File: config.mk
export PLATFORM = sky130hd
export DESIGN_NAME = rmii_dibit_adapter
export DESIGN_NICKNAME = d
export VERILOG_FILES = /design/src/rtl/rmii_adapter_pkg.sv /design/src/rtl/rmii_adapter_ctrl.sv /design/src/rtl/rmii_adapter_dp.sv /design/src/rtl/rmii_dibit_adapter.sv
export SDC_FILE = /design/constraint.sdc
export NUM_CORES = 1
export LEC_CHECK = 0
export CELL_PAD_IN_SITES_DETAIL_PLACEMENT = 1
export CELL_PAD_IN_SITES_GLOBAL_PLACEMENT = 1
export CORE_MARGIN = 4
export CORE_UTILIZATION = 40
export CTS_BUF_LIST = sky130_fd_sc_hd__clkbuf_16
export CTS_CLUSTER_DIAMETER = 120
export DETAILED_ROUTE_END_ITERATION = 6
export GPL_TIMING_DRIVEN = 0
export PLACE_DENSITY_LB_ADDON = 0.1
export SETUP_SLACK_MARGIN = 0.15
export SLEW_MARGIN = 30
export SYNTH_ARGS = -nofsm -noshare
export SYNTH_HDL_FRONTEND = slang
export SYNTH_SLANG_ARGS = --single-unit
File: constraint.sdc
create_clock -name clk -period 4.7 [get_ports clk]
set_input_delay 0.94 -clock clk [delete_from_list [all_inputs] [get_ports clk]]
set_output_delay 0.94 -clock clk [all_outputs]
set_load 0.05 [all_outputs]
File: src/rtl/rmii_adapter_pkg.sv
package rmii_adapter_pkg;

  // Strobes the control module hands to the datapath for one clock.
  typedef struct packed {
    logic slot;       // dibit slot edge (every clock at 100M, 1 in N at 10M)
    logic txShift;    // capture txdIn into the assembly register
    logic txEmit;     // capture completes a byte
    logic rxLoad;     // take rxByteIn and drive its first dibit
    logic rxAdvance;  // drive the next buffered dibit
    logic rxIdle;     // nothing to send on this slot
    logic crsDvNext;  // value for the combined carrier/valid pin
  } strobe_t;

endpackage

File: src/rtl/rmii_adapter_ctrl.sv
module rmii_adapter_ctrl
  import rmii_adapter_pkg::*;
#(
  parameter int SLOW_DIV = 10,
  parameter int DIBITS   = 4
) (
  input  logic    clk,
  input  logic    rstN,
  input  logic    speed10,
  input  logic    txEnIn,
  input  logic    rxByteValid,
  input  logic    rxCarrier,
  output strobe_t strb,
  output logic    rxByteReady
);

  localparam int DIV_W  = (SLOW_DIV > 1) ? $clog2(SLOW_DIV) : 1;
  localparam int TXC_W  = (DIBITS > 1) ? $clog2(DIBITS) : 1;
  localparam int LEFT_W = $clog2(DIBITS + 1);
  localparam logic [DIV_W-1:0]  DIV_LAST = DIV_W'(SLOW_DIV - 1);
  localparam logic [TXC_W-1:0]  TX_LAST  = TXC_W'(DIBITS - 1);
  localparam logic [LEFT_W-1:0] RX_FULL  = LEFT_W'(DIBITS - 1);

  logic [DIV_W-1:0]  divCnt;
  logic [TXC_W-1:0]  txCnt;
  logic [LEFT_W-1:0] rxLeft;
  logic              drainPhase;
  logic              slot;
  logic              rxPending;

  assign slot      = !speed10 || (divCnt == '0);
  assign rxPending = (rxLeft != '0) || rxByteValid;
  assign rxByteReady = slot && (rxLeft == '0);

  // Slot divider: held at zero at full speed so 10M starts with a slot.
  always_ff @(posedge clk) begin
    if (!rstN || !speed10) divCnt <= '0;
    else if (divCnt == DIV_LAST) divCnt <= '0;
    else divCnt <= divCnt + DIV_W'(1);
  end

  // Transmit dibit counter; a low enable on a slot drops the partial byte.
  always_ff @(posedge clk) begin
    if (!rstN) txCnt <= '0;
    else if (slot) begin
      if (!txEnIn) txCnt <= '0;
      else if (txCnt == TX_LAST) txCnt <= '0;
      else txCnt <= txCnt + TXC_W'(1);
    end
  end

  // Receive dibits still to be sent after the one currently driven.
  always_ff @(posedge clk) begin
    if (!rstN) rxLeft <= '0;
    else if (slot) begin
      if (rxLeft != '0) rxLeft <= rxLeft - LEFT_W'(1);
      else if (rxByteValid) rxLeft <= RX_FULL;
    end
  end

  // Alternating phase used while draining after carrier loss.
  always_ff @(posedge clk) begin
    if (!rstN) drainPhase <= 1'b0;
    else if (slot) begin
      if (rxCarrier || !rxPending) drainPhase <= 1'b0;
      else drainPhase <= !drainPhase;
    end
  end

  always_comb begin
    strb           = '0;
    strb.slot      = slot;
    strb.txShift   = slot && txEnIn;
    strb.txEmit    = slot && txEnIn && (txCnt == TX_LAST);
    strb.rxAdvance = slot && (rxLeft != '0);
    strb.rxLoad    = slot && (rxLeft == '0) && rxByteValid;
    strb.rxIdle    = slot && !rxPending;
    strb.crsDvNext = rxCarrier ? 1'b1 : (rxPending ? drainPhase : 1'b0);
  end

endmodule

File: src/rtl/rmii_adapter_dp.sv
module rmii_adapter_dp
  import rmii_adapter_pkg::*;
#(
  parameter int BYTE_W = 8
) (
  input  logic              clk,
  input  logic              rstN,
  input  strobe_t           strb,
  input  logic              txEnIn,
  input  logic [1:0]        txdIn,
  input  logic [BYTE_W-1:0] rxByteIn,
  input  logic              rxByteErr,
  output logic [BYTE_W-1:0] txByte,
  output logic              txByteValid,
  output logic              txFrameActive,
  output logic [1:0]        rxdOut,
  output logic              crsDvOut,
  output logic              rxErOut
);

  localparam int HOLD_W = BYTE_W - 2;

  logic [HOLD_W-1:0] txHold;
  logic [HOLD_W-1:0] rxHold;
  logic              rxErrHeld;

  // Transmit: new dibits enter at the top, so the first one ends up lowest.
  always_ff @(posedge clk) begin
    if (!rstN) begin
      txHold        <= '0;
      txByte        <= '0;
      txByteValid   <= 1'b0;
      txFrameActive <= 1'b0;
    end else begin
      txByteValid <= strb.txEmit;
      if (strb.txShift) txHold <= {txdIn, txHold[HOLD_W-1:2]};
      if (strb.txEmit)  txByte <= {txdIn, txHold};
      if (strb.slot)    txFrameActive <= txEnIn;
    end
  end

  // Receive: lowest pair goes out first, the rest waits in rxHold.
  always_ff @(posedge clk) begin
    if (!rstN) begin
      rxHold    <= '0;
      rxErrHeld <= 1'b0;
      rxdOut    <= 2'b00;
      rxErOut   <= 1'b0;
      crsDvOut  <= 1'b0;
    end else begin
      if (strb.rxLoad) begin
        rxdOut    <= rxByteIn[1:0];
        rxHold    <= rxByteIn[BYTE_W-1:2];
        rxErrHeld <= rxByteErr;
        rxErOut   <= rxByteErr;
      end else if (strb.rxAdvance) begin
        rxdOut  <= rxHold[1:0];
        rxHold  <= {2'b00, rxHold[HOLD_W-1:2]};
        rxErOut <= rxErrHeld;
      end else if (strb.rxIdle) begin
        rxdOut  <= 2'b00;
        rxErOut <= 1'b0;
      end
      if (strb.slot) crsDvOut <= strb.crsDvNext;
    end
  end

endmodule

File: src/rtl/rmii_dibit_adapter.sv
module rmii_dibit_adapter
  import rmii_adapter_pkg::*;
#(
  parameter int BYTE_W   = 8,
  parameter int SLOW_DIV = 10
) (
  input  logic              clk,
  input  logic              rstN,
  input  logic              speed10,
  input  logic              txEnIn,
  input  logic [1:0]        txdIn,
  output logic [BYTE_W-1:0] txByte,
  output logic              txByteValid,
  output logic              txFrameActive,
  input  logic [BYTE_W-1:0] rxByteIn,
  input  logic              rxByteValid,
  input  logic              rxByteErr,
  input  logic              rxCarrier,
  output logic              rxByteReady,
  output logic [1:0]        rxdOut,
  output logic              crsDvOut,
  output logic              rxErOut
);

  localparam int DIBITS = BYTE_W / 2;

  strobe_t strb;

  rmii_adapter_ctrl #(.SLOW_DIV(SLOW_DIV), .DIBITS(DIBITS)) i_ctrl (
    .clk        (clk),
    .rstN       (rstN),
    .speed10    (speed10),
    .txEnIn     (txEnIn),
    .rxByteValid(rxByteValid),
    .rxCarrier  (rxCarrier),
    .strb       (strb),
    .rxByteReady(rxByteReady)
  );

  rmii_adapter_dp #(.BYTE_W(BYTE_W)) i_dp (
    .clk          (clk),
    .rstN         (rstN),
    .strb         (strb),
    .txEnIn       (txEnIn),
    .txdIn        (txdIn),
    .rxByteIn     (rxByteIn),
    .rxByteErr    (rxByteErr),
    .txByte       (txByte),
    .txByteValid  (txByteValid),
    .txFrameActive(txFrameActive),
    .rxdOut       (rxdOut),
    .crsDvOut     (crsDvOut),
    .rxErOut      (rxErOut)
  );

endmodule

# [Yosys cells after proc, flatten, opt, wreduce, memory -nomap -nowiden]
# Index checks and enable logic that the tools add are counted.
[totals] latch_bits=0 output_inout_bits=15 reg_bits=37 mem_count=0 wordCells=55 input_bits=17 ramBits=0 romBits=0
[op_classes] addsub=3 n_reduce_logical=22 n_eq_ne=2 mux=15 bitwise_logic=0 n_div=0 shifts=0 magnitude_cmp=0 mul=0
[ops] op="two-way mux 6 bit" count=2
[ops] op="two-way mux 2 bit" count=5
[ops] op="logical AND 1 bit" count=6
[ops] op="two-way mux 1 bit" count=6
[ops] op="two-way mux 3 bit" count=2
[ops] op="nonzero test 3 bit" count=2
[ops] op="adder 4 x 1 -> 4 bit, second input constant" count=1
[ops] op="equality test 4 bit, second input constant" count=1
[ops] op="zero test 1 bit" count=4
[ops] op="zero test 4 bit" count=1
[ops] op="logical OR 1 bit" count=4
[ops] op="nonzero test 2 bit" count=2
[ops] op="zero test 3 bit" count=1
[ops] op="subtractor 3 x 1 -> 3 bit, second input constant" count=1
[ops] op="adder 2 x 1 -> 2 bit, second input constant" count=1
[ops] op="equality test 2 bit, second input constant" count=1
[ops] op="AND reduction 2 bit" count=1
[ops] op="OR reduction 2 bit" count=1

# [Depth between registers and ports, before layout]
[depth] word_depth=7 mapped_depth=9 mapped_depth_nobuf=7

# [Modules after synthesis]
# From an unflattened synthesis, not the netlist that was laid out.
[unflattened] hier_cells=167 hier_area_um2=1627.8
[modules_own_cells] module="rmii_adapter_dp" area_per_inst_um2=1036.0 n_inst=1 cells_each=100 seq_area_each_um2=540.5
[modules_own_cells] module="rmii_adapter_ctrl" area_per_inst_um2=591.8 n_inst=1 cells_each=67 seq_area_each_um2=200.2

# [Worst setup path before layout]
# Ideal clock, no wire load.
[synth_timing] path_type="input port to output port" startpoint="input port speed10" endpoint="output port rxByteReady" t_required_ns=3.760 path_slack_ns=1.733 arrival_ns=2.027 cell_stages=4 n_path_buf=2 cell_sequence="and2_1 > buf_6 > clkbuf_1 > nor2_1"
[synth_via] elab_chain_len=3
[synth_rtl] element="start: declaration" line="rmii_dibit_adapter.sv:9" rtl="input logic speed10,"
[synth_rtl] element="zero test 1 bit" line="rmii_adapter_ctrl.sv:31" rtl="assign slot = !speed10 || (divCnt == '0);"
[synth_rtl] element="logical OR 1 bit" line="rmii_adapter_ctrl.sv:31"
[synth_rtl] element="logical AND 1 bit" line="rmii_adapter_ctrl.sv:33" rtl="assign rxByteReady = slot && (rxLeft == '0);"
[synth_rtl] element="end: declaration" line="rmii_dibit_adapter.sv:19" rtl="output logic rxByteReady,"
# Every way passes these cells.

# [Worst setup path in the final report]
# Same ends and word-level chain as after synthesis.

==> results by group <==
Clocking
  – Post-CTS Setup Bufs: 0
  – Root buffer cell: clkbuf_16
  – Clock Sink Count: 37
  – Worst-path clk slew: 0.06 ns
  – H-tree depth: 2
  – # resized after CTS: 0
  – CTS Buffer Depth: 2
  – TritonCTS buffer count: 5
  – Clk_lat worst skew: 0.28 ns
  – Hold buffer count at CTS: 0
  – TritonCTS clock tree: built

GRT
  – Pin count of the biggest net entering global routing: 12
  – Vias in the first global route: 1407
  – GR Util All Layers: 0.169
  – First-pass GRT wire length: 6.58 mm
  – Initial antenna violation count: 0
  – GR Overflow Total: 0

Synth
  – Seq/Total Area, Yosys: 0.484
  – Post-synthesis cell type count: 33
  – Synth Area in XOR/XNOR: 0.0115
  – Synth Area in Simple Gates: 0.169
  – Syn Area/Cell: 9.38 um2
  – Post-synth net total: 187
  – YS warnings: 0
  – Synth Area in Compound Gates: 0.131
  – Number of synthesized register bits: 37
  – Synthesized-area fraction occupied by adder cells: 0.0573
  – Post-Syn Instances: 163
  – Largest family of logic cells by synthesized area: simple AND/OR/NAND/NOR gates
  – Post-synthesis mux area share: 0.0982
  – Synth Cell Area: 0.00153 mm2

Setup path
  – Cell family with most CP delay: buffers and inverters
  – CP Max Fanout: 10
  – Worst path slowest cell: clkdlybuf4s50_1
  – Worst path bufs/invs: 4
  – Slowest stage delay, CP: 0.71 ns
  – Cell Chain, Critical Path: clkdlybuf4s50_1, and2_1, buf_6, clkbuf_1, nor2_1, clkdlybuf4s50_1
  – Arrival time worst endpoint: 2.93 ns
  – Reg2Reg Depth: 8
  – CP dominant cell by count: clkdlybuf4s50_1
  – RR Endpoint: i_ctrl.rxLeft[0]
  – CP Capture Type: output pin
  – Critical Path RT: 3.76 ns
  – Worst R2R Start: i_ctrl.rxLeft[0]
  – R2R Setup Slk: 2.56 ns
  – WS Path Type: in -> out
  – Setup crit start kind: input port

Placed design
  – PortBufs: 31
  – Detailed placement HPWL: 2.70 mm
  – DP Worst Slack: 0.820 ns
  – Post-Place Cells: 242
  – GPL Wtd Cong: 0.819

Die
  – Core Footprint: 0.00369 mm2
  – Site Rows: 22
  – Full die area: 0.00488 mm2
  – Die Y-Extent: 69.8 um
  – Number of I/O pins: 32
  – Die Width: 69.8 um
  – Starting density of the core: 0.415

Power and ir drop
  – Static Leak: 0.815 nW
  – Maximum vdd ir drop: 0.248 mV
  – Cell area power density: 397 mW/mm2

Finish
  – Area grow syn2layout: 33.1%
  – Ant diodes: 0
  – # nets final: 225
  – Final Util: 0.552
  – Share of cells above drive strength 1: 0.0498
  – FILL cells: 425
  – Layout Cells excl Fill: 249

STA
  – Setup WS post-layout: 0.833 ns
  – Fin crit period: 3.87 ns
  – Final Cycle Share: 0.823
  – Rel. slew slack: 0.664
  – Achievable Freq: 0.259 GHz
  – Setup TNS: 0 ns
  – Transition time of the tightest slew-check pin: 0.502 ns
  – Layout Skew: 0.00639 ns
  – Final hold violations: 0
  – Final Max Slew Viols: 0
  – Unrepaired setup endpoints after global routing: false
  – Final setup fails: 0

Route
  – Vias: 1263
  – Residual DRC: 0
  – Post-route ant nets: 0
  – Post-Route WL: 3.72 mm
  – Vias per cell: 5.07
  – Pre-Repair DR Iteration Count: 4
  – Avg WL per Cell: 14.9 um
  – DRT iter0 DRCs: 29

Worst hold path
  – Hold_sp: i_dp.txByte[7]
  – Hold crit path type: reg -> reg
  – Endpoint, Worst Hold: i_dp.txByte[7]
  – Hold path depth: 2

Flow run
  – Max cap viols: 0

Run status
  – Outcome: complete, no violations
area by class of cell:
cell class,instances,area (um2),area share
clock inverters,2,11.3,0.00553
inverters,9,33.8,0.0166
clock buffers,5,125,0.0615
flip-flops and latches,37,741,0.364
multi-input cells,109,714,0.351
plain buffers,8,40.0,0.0197
well taps,48,60.1,0.0295
repair buffers,31,310,0.152
worst max path at each step:
| stage | startpoint | to | slack, ns | depth (start not counted) |
|---|---|---|---|---|
| finish | speed10 | rxByteReady | 0.83 | 6 |
| floorplan | speed10 | rxByteReady | 1.73 | 4 |
| global route | speed10 | rxByteReady | 0.70 | 6 |
| detailed placement | speed10 | rxByteReady | 0.82 | 6 |
| global placement | speed10 | rxByteReady | 0.83 | 6 |
| CTS | speed10 | rxByteReady | 0.81 | 6 |
Yosys cell counts:
cell	n	area, um2
nand4_1	2	12.5
nor2b_1	3	18.8
a21boi_0	2	15.0
and3_1	2	12.5
a211o_1	1	8.76
o221a_2	1	11.3
o21ai_0	6	30.0
nand2_1	30	113
nand3b_1	1	7.51
a31oi_1	1	6.26
and2_1	3	18.8
or4b_1	1	10.0
buf_6	1	11.3
clkbuf_1	4	15.0
o221ai_1	3	26.3
a22oi_1	1	7.51
mux2i_1	15	150
nor3_1	1	5.00
buf_1	1	3.75
buf_2	2	10.0
o211ai_1	3	22.5
or3b_1	1	8.76
dfxtp_1	37	741
a21oi_1	7	35.0
xor2_1	1	8.76
a221oi_1	2	17.5
inv_1	9	33.8
nor3b_1	1	7.51
o211a_1	2	20.0
xnor2_1	1	8.76
nand3_1	3	15.0
ha_1	7	87.6
nor2_1	8	30.0
state kept, by name, indices dropped and copies added, names as in the netlist:
register,count
i_ctrl.drainPhase,1
i_ctrl.txCnt,2
i_dp.crsDvOut,1
i_ctrl.divCnt,4
i_dp.txHold,6
i_dp.txFrameActive,1
i_dp.txByteValid,1
i_ctrl.rxLeft,3
i_dp.txByte,8
i_dp.rxHold,6
i_dp.rxdOut,2
i_dp.rxErrHeld,1
i_dp.rxErOut,1
per-stage QoR:
step	power (mW)	cell area, um2	hold slack (ns)
after floorplan	0.451	1530	0.436
after global placement	0.498	1900	0.445
after detailed placement	0.504	1900	0.454
after CTS	0.816	2040	0.467
after global routing	0.847	2040	0.479
final	0.807	2040	0.461
power breakdown:
group | internal (mW) | switching [mW]
Sequential | 0.336 | 0.0117
Clock | 0.191 | 0.119
Combinational | 0.0609 | 0.0887
worst reg2reg max path: stages (launching register included):
cell and delay (ns):
dfxtp_1 0.32, inv_1 0.06, ha_1 0.16, ha_1 0.14
clkbuf_1 0.31, nor2b_1 0.41, a21oi_1 0.12, buf_2 0.22
o221a_2 0.28
layout by cell type, fill, tap and decap left out:
cell / netlist / routed
nor3b_1: 1 / 1
buf_2: 2 / 2
mux2i_1: 15 / 15
clkdlybuf4s50_1: 0 / 31
nor2_1: 8 / 8
ha_1: 7 / 7
a31oi_1: 1 / 1
xnor2_1: 1 / 1
a211o_1: 1 / 1
nand3_1: 3 / 3
xor2_1: 1 / 1
nor3_1: 1 / 1
a221oi_1: 2 / 2
o221ai_1: 3 / 3
o211ai_1: 3 / 3
or3b_1: 1 / 1
a21oi_1: 7 / 7
inv_1: 9 / 9
nand3b_1: 1 / 1
a22oi_1: 1 / 1
a21boi_0: 2 / 2
o211a_1: 2 / 2
nand4_1: 2 / 2
or4b_1: 1 / 1
clkbuf_16: 0 / 5
clkinvlp_4: 0 / 1
dfxtp_1: 37 / 37
clkbuf_1: 4 / 4
nor2b_1: 3 / 3
o221a_2: 1 / 1
clkinv_1: 0 / 1
nand2_1: 30 / 30
o21ai_0: 6 / 6
buf_6: 1 / 1
buf_1: 1 / 1
and2_1: 3 / 3
and3_1: 2 / 2
cells by family after synthesis:
logic type	Yosys count
buf+inv	17
flops	37
mux	15
fa+ha+maj	7
simple gates	56
compound gates	29
xor+xnor	2
metal layers:
metal,vias up,routed length [um],GRT usage
met5,-,0,0
met4,0,102,0.0745
met3,8,158,0.0580
met2,25,1830,0.277
met1,597,1630,0.199
li1,633,-,-
No activity file was read; power rests on OpenSTA's default activity.
